## config.mk

```make
export PLATFORM = sky130hd
export DESIGN_NAME = cmp_pulse_timer
export DESIGN_NICKNAME = d
export VERILOG_FILES = /design/src/rtl/cmp_pulse_pkg.sv /design/src/rtl/cmp_ctrl_reg.sv /design/src/rtl/cmp_dbuf.sv /design/src/rtl/cmp_pin_drv.sv /design/src/rtl/cmp_channel.sv /design/src/rtl/cmp_pulse_timer.sv
export SDC_FILE = /design/constraint.sdc
export NUM_CORES = 1
export LEC_CHECK = 0
export BUFFER_PORTS_ARGS = -buffer_cell sky130_fd_sc_hd__clkbuf_2
export CAP_MARGIN = 20
export CORE_MARGIN = 3
export CORE_UTILIZATION = 46
export DETAILED_ROUTE_END_ITERATION = 10
export PLACE_DENSITY_LB_ADDON = 0.1
export SYNTH_ARGS = -nofsm -noshare
export SYNTH_HDL_FRONTEND = slang
export SYNTH_SLANG_ARGS = --single-unit
```

## constraint.sdc

```tcl
create_clock -name clk -period 6.85 [get_ports clk]
set_input_delay 1.37 -clock clk [delete_from_list [all_inputs] [get_ports clk]]
set_output_delay 1.37 -clock clk [all_outputs]
set_load 0.1 [all_outputs]
```

## src/rtl/cmp_pulse_pkg.sv

```systemverilog
package cmp_pulse_pkg;
  localparam int MODE_W = 4;
  localparam int CTRL_W = 8;
  localparam logic [MODE_W-1:0] MODE_OFF    = 4'h0;
  localparam logic [MODE_W-1:0] MODE_TOGGLE = 4'h5;
  localparam logic [MODE_W-1:0] MODE_PULSE  = 4'hF;

  // control word as seen on the read bus, bit 7 down to bit 0
  typedef struct packed {
    logic              flag;
    logic              irq_en;
    logic [MODE_W-1:0] mode;
    logic              rsvd;
    logic              dma_en;
  } ctrl_t;
endpackage

```

## src/rtl/cmp_ctrl_reg.sv

```systemverilog
module cmp_ctrl_reg
  import cmp_pulse_pkg::*;
(
  input  logic              clk,
  input  logic              rst_n,
  input  logic              wr_ctrl,
  input  logic              wr_dma,
  input  logic              wr_ie,
  input  logic              wr_clr,
  input  logic [MODE_W-1:0] wr_mode,
  input  logic              match,
  output logic              dma_en,
  output logic              irq_en,
  output logic [MODE_W-1:0] mode,
  output logic              flag,
  output logic              mode_clr
);
  logic              dma_d, ie_d, flag_d;
  logic [MODE_W-1:0] mode_d;
  logic              mode_ok;

  assign mode_clr = wr_ctrl && (wr_mode == MODE_OFF);
  // a new nonzero mode only lands on a disabled channel (or restates itself)
  assign mode_ok  = (wr_mode == MODE_OFF) || (mode == MODE_OFF) || (wr_mode == mode);

  always_comb begin
    dma_d  = dma_en;
    ie_d   = irq_en;
    mode_d = mode;
    flag_d = flag;
    if (wr_ctrl) begin
      dma_d = wr_dma;
      ie_d  = wr_ie;
      if (mode_ok) mode_d = wr_mode;
      if (wr_clr)  flag_d = 1'b0;
    end
    if (match) flag_d = 1'b1;
  end

  always_ff @(posedge clk or negedge rst_n) begin
    if (!rst_n) begin
      dma_en <= 1'b0;
      irq_en <= 1'b0;
      mode   <= MODE_OFF;
      flag   <= 1'b0;
    end else begin
      dma_en <= dma_d;
      irq_en <= ie_d;
      mode   <= mode_d;
      flag   <= flag_d;
    end
  end
endmodule

```

## src/rtl/cmp_dbuf.sv

```systemverilog
module cmp_dbuf #(
  parameter int CNT_W = 32
) (
  input  logic             clk,
  input  logic             rst_n,
  input  logic             mode_on,
  input  logic             mode_clr,
  input  logic             wr_cmp,
  input  logic [CNT_W-1:0] wdata,
  input  logic [CNT_W-1:0] cnt_val,
  input  logic             cnt_tick,
  input  logic             cnt_wrap,
  input  logic             wrap_en,
  output logic             match,
  output logic [CNT_W-1:0] active_cmp
);
  logic             armed, nxt_vld;
  logic [CNT_W-1:0] nxt_cmp;
  logic             armed_d, nxt_vld_d;
  logic [CNT_W-1:0] act_d, nxt_d;

  assign match = mode_on && armed && cnt_tick && (cnt_val == active_cmp) &&
                 (!cnt_wrap || wrap_en);

  always_comb begin
    act_d     = active_cmp;
    armed_d   = armed;
    nxt_d     = nxt_cmp;
    nxt_vld_d = nxt_vld;
    if (match) begin
      if (nxt_vld) begin
        act_d     = nxt_cmp;
        nxt_vld_d = 1'b0;
      end else begin
        armed_d = 1'b0;
      end
    end
    if (mode_clr) begin
      armed_d   = 1'b0;
      nxt_vld_d = 1'b0;
    end else if (wr_cmp) begin
      if (!armed_d) begin
        act_d   = wdata;
        armed_d = 1'b1;
      end else begin
        nxt_d     = wdata;
        nxt_vld_d = 1'b1;
      end
    end
  end

  always_ff @(posedge clk or negedge rst_n) begin
    if (!rst_n) begin
      active_cmp <= '0;
      armed      <= 1'b0;
      nxt_cmp    <= '0;
      nxt_vld    <= 1'b0;
    end else begin
      active_cmp <= act_d;
      armed      <= armed_d;
      nxt_cmp    <= nxt_d;
      nxt_vld    <= nxt_vld_d;
    end
  end
endmodule

```

## src/rtl/cmp_pin_drv.sv

```systemverilog
module cmp_pin_drv
  import cmp_pulse_pkg::*;
(
  input  logic              clk,
  input  logic              rst_n,
  input  logic [MODE_W-1:0] mode,
  input  logic              match,
  input  logic              mode_clr,
  output logic              pin
);
  logic pin_d;

  always_comb begin
    pin_d = pin;
    if (mode_clr) begin
      pin_d = 1'b0;
    end else begin
      case (mode)
        MODE_PULSE:  pin_d = match;
        MODE_TOGGLE: if (match) pin_d = !pin;
        default:     pin_d = pin;
      endcase
    end
  end

  always_ff @(posedge clk or negedge rst_n) begin
    if (!rst_n) pin <= 1'b0;
    else        pin <= pin_d;
  end
endmodule

```

## src/rtl/cmp_channel.sv

```systemverilog
module cmp_channel
  import cmp_pulse_pkg::*;
#(
  parameter int CNT_W = 32
) (
  input  logic              clk,
  input  logic              rst_n,
  input  logic              wr_ctrl,
  input  logic              wr_cmp,
  input  logic [CNT_W-1:0]  wdata,
  input  logic [CNT_W-1:0]  cnt_val,
  input  logic              cnt_tick,
  input  logic              cnt_wrap,
  input  logic              wrap_en,
  output logic              pin,
  output logic              match,
  output ctrl_t             ctrl_rb,
  output logic [CNT_W-1:0]  active_cmp
);
  logic              dma_en, irq_en, flag, mode_clr;
  logic [MODE_W-1:0] mode;
  ctrl_t             wr_word;

  assign wr_word = ctrl_t'(wdata[CTRL_W-1:0]);

  cmp_ctrl_reg u_ctrl (
    .clk      (clk),
    .rst_n    (rst_n),
    .wr_ctrl  (wr_ctrl),
    .wr_dma   (wr_word.dma_en),
    .wr_ie    (wr_word.irq_en),
    .wr_clr   (wr_word.flag),
    .wr_mode  (wr_word.mode),
    .match    (match),
    .dma_en   (dma_en),
    .irq_en   (irq_en),
    .mode     (mode),
    .flag     (flag),
    .mode_clr (mode_clr)
  );

  cmp_dbuf #(.CNT_W(CNT_W)) u_dbuf (
    .clk        (clk),
    .rst_n      (rst_n),
    .mode_on    (mode != MODE_OFF),
    .mode_clr   (mode_clr),
    .wr_cmp     (wr_cmp),
    .wdata      (wdata),
    .cnt_val    (cnt_val),
    .cnt_tick   (cnt_tick),
    .cnt_wrap   (cnt_wrap),
    .wrap_en    (wrap_en),
    .match      (match),
    .active_cmp (active_cmp)
  );

  cmp_pin_drv u_pin (
    .clk      (clk),
    .rst_n    (rst_n),
    .mode     (mode),
    .match    (match),
    .mode_clr (mode_clr),
    .pin      (pin)
  );

  always_comb begin
    ctrl_rb        = '0;
    ctrl_rb.flag   = flag;
    ctrl_rb.irq_en = irq_en;
    ctrl_rb.mode   = mode;
    ctrl_rb.dma_en = dma_en;
  end
endmodule

```

## src/rtl/cmp_pulse_timer.sv

```systemverilog
module cmp_pulse_timer
  import cmp_pulse_pkg::*;
#(
  parameter int NUM_CH = 4,
  parameter int CNT_W  = 32,
  localparam int CH_W  = (NUM_CH > 1) ? $clog2(NUM_CH) : 1
) (
  input  logic              clk,
  input  logic              rst_n,
  input  logic              reg_wr,
  input  logic [CH_W-1:0]   reg_ch,
  input  logic              reg_sel,
  input  logic [CNT_W-1:0]  reg_wdata,
  output logic [CNT_W-1:0]  reg_rdata,
  input  logic [CNT_W-1:0]  cnt_val,
  input  logic              cnt_tick,
  input  logic              cnt_wrap,
  input  logic              wrap_match_en,
  output logic [NUM_CH-1:0] pin_o,
  output logic [NUM_CH-1:0] irq_o
);
  ctrl_t                    ctrl_v [NUM_CH];
  logic [CNT_W-1:0]         cmp_v  [NUM_CH];
  logic [NUM_CH-1:0]        match_v, flag_v, ie_v;
  logic [NUM_CH*MODE_W-1:0] mode_v;

  for (genvar i = 0; i < NUM_CH; i++) begin : g_ch
    logic sel_hit;
    assign sel_hit = reg_wr && (reg_ch == CH_W'(i));

    cmp_channel #(.CNT_W(CNT_W)) u_chan (
      .clk        (clk),
      .rst_n      (rst_n),
      .wr_ctrl    (sel_hit && !reg_sel),
      .wr_cmp     (sel_hit && reg_sel),
      .wdata      (reg_wdata),
      .cnt_val    (cnt_val),
      .cnt_tick   (cnt_tick),
      .cnt_wrap   (cnt_wrap),
      .wrap_en    (wrap_match_en),
      .pin        (pin_o[i]),
      .match      (match_v[i]),
      .ctrl_rb    (ctrl_v[i]),
      .active_cmp (cmp_v[i])
    );

    assign flag_v[i]                 = ctrl_v[i].flag;
    assign ie_v[i]                   = ctrl_v[i].irq_en;
    assign mode_v[i*MODE_W +: MODE_W] = ctrl_v[i].mode;
  end

  assign irq_o = flag_v & ie_v;

  always_comb begin
    reg_rdata = '0;
    for (int i = 0; i < NUM_CH; i++) begin
      if (reg_ch == CH_W'(i)) begin
        reg_rdata = reg_sel ? cmp_v[i] : CNT_W'(ctrl_v[i]);
      end
    end
  end
endmodule


```

Yosys cells after proc, flatten, opt, wreduce, memory -nomap -nowiden
Index checks and enable logic that the tools add are counted.
- output and inout bits: 40
- register bits: 296
- input port bits: 73
- bitwise operators: 5
- reduce and logical (&&, ||, !) cells: 85
- equality and inequality tests: 23
- muxes and demuxes: 81
- operators with widths (kind ; number):
    two-way mux 32 bit ; 28
    == test 32 bit ; 4
    two-way mux 1 bit ; 49
    logical AND 1 bit ; 32
    AND reduction 2 bit ; 12
    logical NOT 4 bit ; 5
    == test 4 x 3 -> 1 bit, second input constant ; 4
    == test 4 bit ; 4
    == test 4 bit, second input constant ; 4
    nonzero test 2 bit ; 8
    nonzero test 4 bit ; 4
    inequality test 3 x 2 -> 1 bit, second input constant ; 4
    AND reduction 3 bit ; 4
    nonzero test 3 bit ; 4
    logical OR 1 bit ; 9
    case mux 1 bit (2 select lines) ; 4
    logical NOT 1 bit ; 6
    bitwise AND 4 bit ; 1
    == test 2 bit, second input constant ; 2
    inverter 1 bit ; 4
    == test 2 x 1 -> 1 bit, second input constant ; 1
    logical NOT 2 bit ; 1

Depth between registers and ports, before layout
- depth in word-level cells: 9
- gate-level depth with buffers: 10

Hierarchy
A second synthesis with hierarchy kept.
- cells, all modules: 1279
- area, all modules: 16575.9 sq um
- modules (own cells, without submodules) (module ; area each (sq um) ; sequential area each (sq um) ; times used ; cells each):
    cmp_dbuf ; 3275.6 ; 1651.6 ; 4 ; 237
    cmp_ctrl_reg ; 396.6 ; 175.2 ; 4 ; 41
    cmp_pulse_timer ; 1396.3 ; 0.0 ; 1 ; 103
    cmp_pin_drv ; 81.3 ; 25.0 ; 4 ; 10
    cmp_channel ; 41.3 ; 0.0 ; 4 ; 6

Worst setup path after synthesis
OpenSTA, ideal clock, no wires.
- kind: input to output
- start point: in reg_ch[0]
- end point: out reg_rdata[17]
- buffers on the path: 3
- arrival time: 3.500 ns
- cell stages on the path: 5
- path slack: 1.980 ns
- cell sequence: clkbuf_1 -> buf_1 -> buf_2 -> mux4_2 -> and2_1
- longest elaborated chain between the ends: 5
- elaborated cells on any way between the ends: 8
- classes of those cells: 3 x eq/ne; 4 x mux; 1 x reduce/logical
- RTL lines (item ; line ; text):
    start, declared ; cmp_pulse_timer.sv:11 ; input logic [CH_W-1:0] reg_ch,
    logical NOT 2 bit ; cmp_pulse_timer.sv:57 ; if (reg_ch == CH_W'(i)) begin
    two-way mux 32 bit (3 in series) ; cmp_pulse_timer.sv:57 ;
    two-way mux 32 bit (*) ; cmp_pulse_timer.sv:57 ;
    end, declared ; cmp_pulse_timer.sv:14 ; output logic [CNT_W-1:0] reg_rdata,
Mark *: on every way between the ends. The rest lies on a longest branch, timed or not.

Final worst setup path
- start point: in reg_ch[0]
- end point: out reg_rdata[31]
Same word-level chain as after synthesis.

==> run_results.csv <==
group,metric,value,unit
clock_tree,post_cts_buffers,0,
clock_tree,root_buffer,"clkbuf_16",
clock_tree,htreeDepth,2,
worst_setup_path,cp_slowest_cell,"buf_2",
routing,drc,0,
clock_tree,clk_latency,0.52,ns
power_and_ir_drop,vdd_drop_max,0.000201,V
global_routing,antenna_found_initial,2,
clock_tree,clkSinkCount,296,
floorplanning,die-width,189,microns
global_routing,grt_pass1_wl,72.7,mm
finish,final_util,53.3,%
worst_setup_path,cp_top_family,"buffers and inverters",
power_and_ir_drop,p_seq_share,44.0,%
place,placedInstanceArea,16400,sq um
finish,layout_common_cells,"dfrtp_1, mux2i_1, mux2_2",
place,gp_congestion,0.954,
place,dp_hpwl,33.5,mm
clock_tree,clk_pin_slew,0.05,ns
synth,netlist_instances,1343,
hold_path,hp-class,"reg -> reg",
power_and_ir_drop,p_comb_share,26.7,%
routing,post_drt_wl_per_cell,25.5,microns
finish,fin_area,17500,sq um
timing,fin_skew,0.0133,ns
worst_setup_path,cp.arrival,3.78,ns
clock_tree,hold_buffers,0,
timing,setup_viol,0,
clock_tree,clock_path_buffers,3,
finish,area_growth,13.2,%
synth,synth_seq_cells,296,
timing,max_freq,0.194,GHz
timing,fin_ws,1.70,ns
worst_setup_path,path_class,"in -> out",
global_routing,grt_pass1_vias,11000,
timing,hold_violations,0,
routing,drt_iter0_markers,1012,
synth,async_flop_share,100,%
power_and_ir_drop,power.internal,4.02,mW
power_and_ir_drop,p_sw_share,34.7,%
worst_setup_path,worst-r2r-setup-slack,2.68,ns
timing,finalCritPeriodShare,75.2,%
synth,synth_edf_count,0,
synth,syn_avg_cell_area,11.5,sq um
synth,synth_flop_cell,"dfrtp_1",
global_routing,grt_max_degree,104,
floorplanning,die_area,35800,sq um
timing,whs,0.480,ns
timing,slew_violations,0,
worst_setup_path,endpoint_kind,"output port",
synth,yosys_warnings,0,
worst_setup_path,path_buf_inv,3,
worst_setup_path,max_stage_delay,0.78,ns
finish,drive_gt1_share,25.0,%
synth,synth_area,15400,sq um
floorplanning,num_rows,66,
finish,n_antenna_cell,0,
timing,relSlewSlack,22.9,%
routing,vias_per_cell,5.79,
synth,ys_seq_area_share,47.9,%
clock_tree,cts_made_buffers,35,
finish,layout.cells.most_common,"dfrtp_1",
routing,antenna_left,0,
floorplanning,core-area,32800,sq um
timing,final.min_clock_period,5.15,ns
power_and_ir_drop,power_switching,2.13,mW
clock_tree,ctsResizeCount,0,
floorplanning,die_h,189,microns
worst_setup_path,cp_max_fo,29,
timing,grt_setup_unrepaired,"false",
power_and_ir_drop,clockPowerShare,29.3,%
status,status,"finished, final reports clean",
synth,synth_nets,1416,
power_and_ir_drop,leakage,8.10,nW
worst_setup_path,crit_chain,"buf_2, buf_4, mux4_2, and2_1, clkbuf_2",
timing,finalSetupTns,0,ns
place,pre_cts_slack,1.66,ns
floorplanning,ios,113,
timing,tightest_slew,1.15,ns
global_routing,grt-ovfl-total,0,
flow_run,cap_violations,0,
synth,synth_cell_types,48,
routing,drt_first_pass_iters,5,
place,io_buffers,112,
global_routing,grt_usage,27.1,%
routing,routed_wl,48.2,mm
worst_setup_path,critPathLaunchType,"primary input",
power_and_ir_drop,p_per_area,352,nW/um^2
clock_tree,tritoncts,"done",
finish,final_nets,1503,
worst_setup_path,worst_ep_required_time,5.48,ns
floorplanning,floorplan.initialDensity,47.1,%
routing,dr_total_vias,11000,
-- registers in the layout, indices dropped and copies added (netlist names) --
register	count
g_ch.u_chan.u_ctrl.flag	4
g_ch.u_chan.u_ctrl.mode	16
g_ch.u_chan.u_pin.pin	4
g_ch.u_chan.u_ctrl.dma_en	4
g_ch.u_chan.u_dbuf.armed	4
g_ch.u_chan.u_dbuf.nxt_cmp	128
g_ch.u_chan.u_dbuf.active_cmp	128
g_ch.u_chan.u_dbuf.nxt_vld	4
g_ch.u_chan.u_ctrl.irq_en	4
-- final timing paths --
kind                                                      start                                    to  cells past startpoint
max in group asynchronous                                 rst_n     g_ch[3].u_chan.u_dbuf.nxt_cmp[28]                      2
min                           g_ch[3].u_chan.u_dbuf.nxt_cmp[25]     g_ch[3].u_chan.u_dbuf.nxt_cmp[25]                      2
max reg2reg                g_ch[1].u_chan.u_dbuf.active_cmp[23]  g_ch[1].u_chan.u_dbuf.active_cmp[31]                      8
min in group asynchronous                                 rst_n   g_ch[0].u_chan.u_dbuf.active_cmp[6]                      1
max                                                   reg_ch[0]                         reg_rdata[31]                      5
min reg2reg                   g_ch[3].u_chan.u_dbuf.nxt_cmp[25]     g_ch[3].u_chan.u_dbuf.nxt_cmp[25]                      2
-- cell type report --
| cell class | instances | area, sq um |
|---|---|---|
| clock inverter | 7 | 60.1 |
| timing repair buffer | 133 | 753 |
| tap | 442 | 553 |
| inverter | 37 | 139 |
| clock buffer | 50 | 1030 |
| fill | 2893 | 15300 |
| sequential | 296 | 7410 |
| multi-input combinational | 927 | 7540 |
-- stage by stage --
stage / power [mW] / instances
floorplan: 3.78 / 1343
global placement: 4.33 / 1834
detailed placement: 4.37 / 1834
CTS: 6.18 / 1891
global route: 6.44 / 1892
finish: 6.15 / 1892
-- layer usage --
layer  vias to the layer above  track usage, %  share of wire, %
met5                         -               0             0.071
met4                         4            6.17               2.2
met3                        66            5.68               7.2
met2                       382            42.7                46
met1                      5608            38.9                44
li1                       4896               -                 -
-- kinds of logic after synthesis --
family | Yosys count | synth area share [%]
muxes | 325 | 25.2
adders and majority gates | 1 | 0.0648
AOI/OAI and AO/OA | 168 | 5.93
DFF | 296 | 47.9
buffers and inverters | 120 | 3.63
and+or+nand+nor | 289 | 9.04
xor gates and xnor gates | 144 | 8.16
-- power by group through the flow --
stage                     combinational [mW]  clock [mW]  sequential [mW]
after CTS                               1.64        1.83             2.70
final                                   1.64        1.80             2.71
after global routing                    1.77        1.91             2.77
after detailed placement                1.63           0             2.73
after global placement                  1.60           0             2.72
after floorplan                         1.25           0             2.53
-- synth_stat cells (3+ instances only) --
library cell | n | area (sq um)
clkbuf_1 | 39 | 146
mux4_2 | 39 | 878
nand3_1 | 10 | 50.1
a31oi_1 | 4 | 25.0
a21oi_1 | 69 | 345
nand2b_1 | 5 | 31.3
and2_1 | 31 | 194
buf_1 | 6 | 22.5
mux2i_1 | 160 | 1600
nor2_1 | 81 | 304
inv_1 | 37 | 139
nor3_1 | 5 | 25.0
nor4_1 | 19 | 119
nand2_1 | 89 | 334
xnor2_1 | 83 | 727
nor2b_1 | 6 | 37.5
or4_1 | 3 | 22.5
xor2_1 | 61 | 534
mux2_2 | 126 | 1420
buf_4 | 10 | 75.1
buf_2 | 22 | 110
nand4_1 | 27 | 169
dfrtp_1 | 296 | 7410
buf_6 | 6 | 67.6
o21ai_0 | 74 | 370
and3_1 | 4 | 25.0
a21boi_0 | 3 | 22.5
-- tightest hold or removal path, stage by stage, from the launching register on --
cell     delay (ns)
dfrtp_1        0.33
nand2_1        0.05
o21ai_0        0.06
No activity file was read; power rests on OpenSTA's default activity.
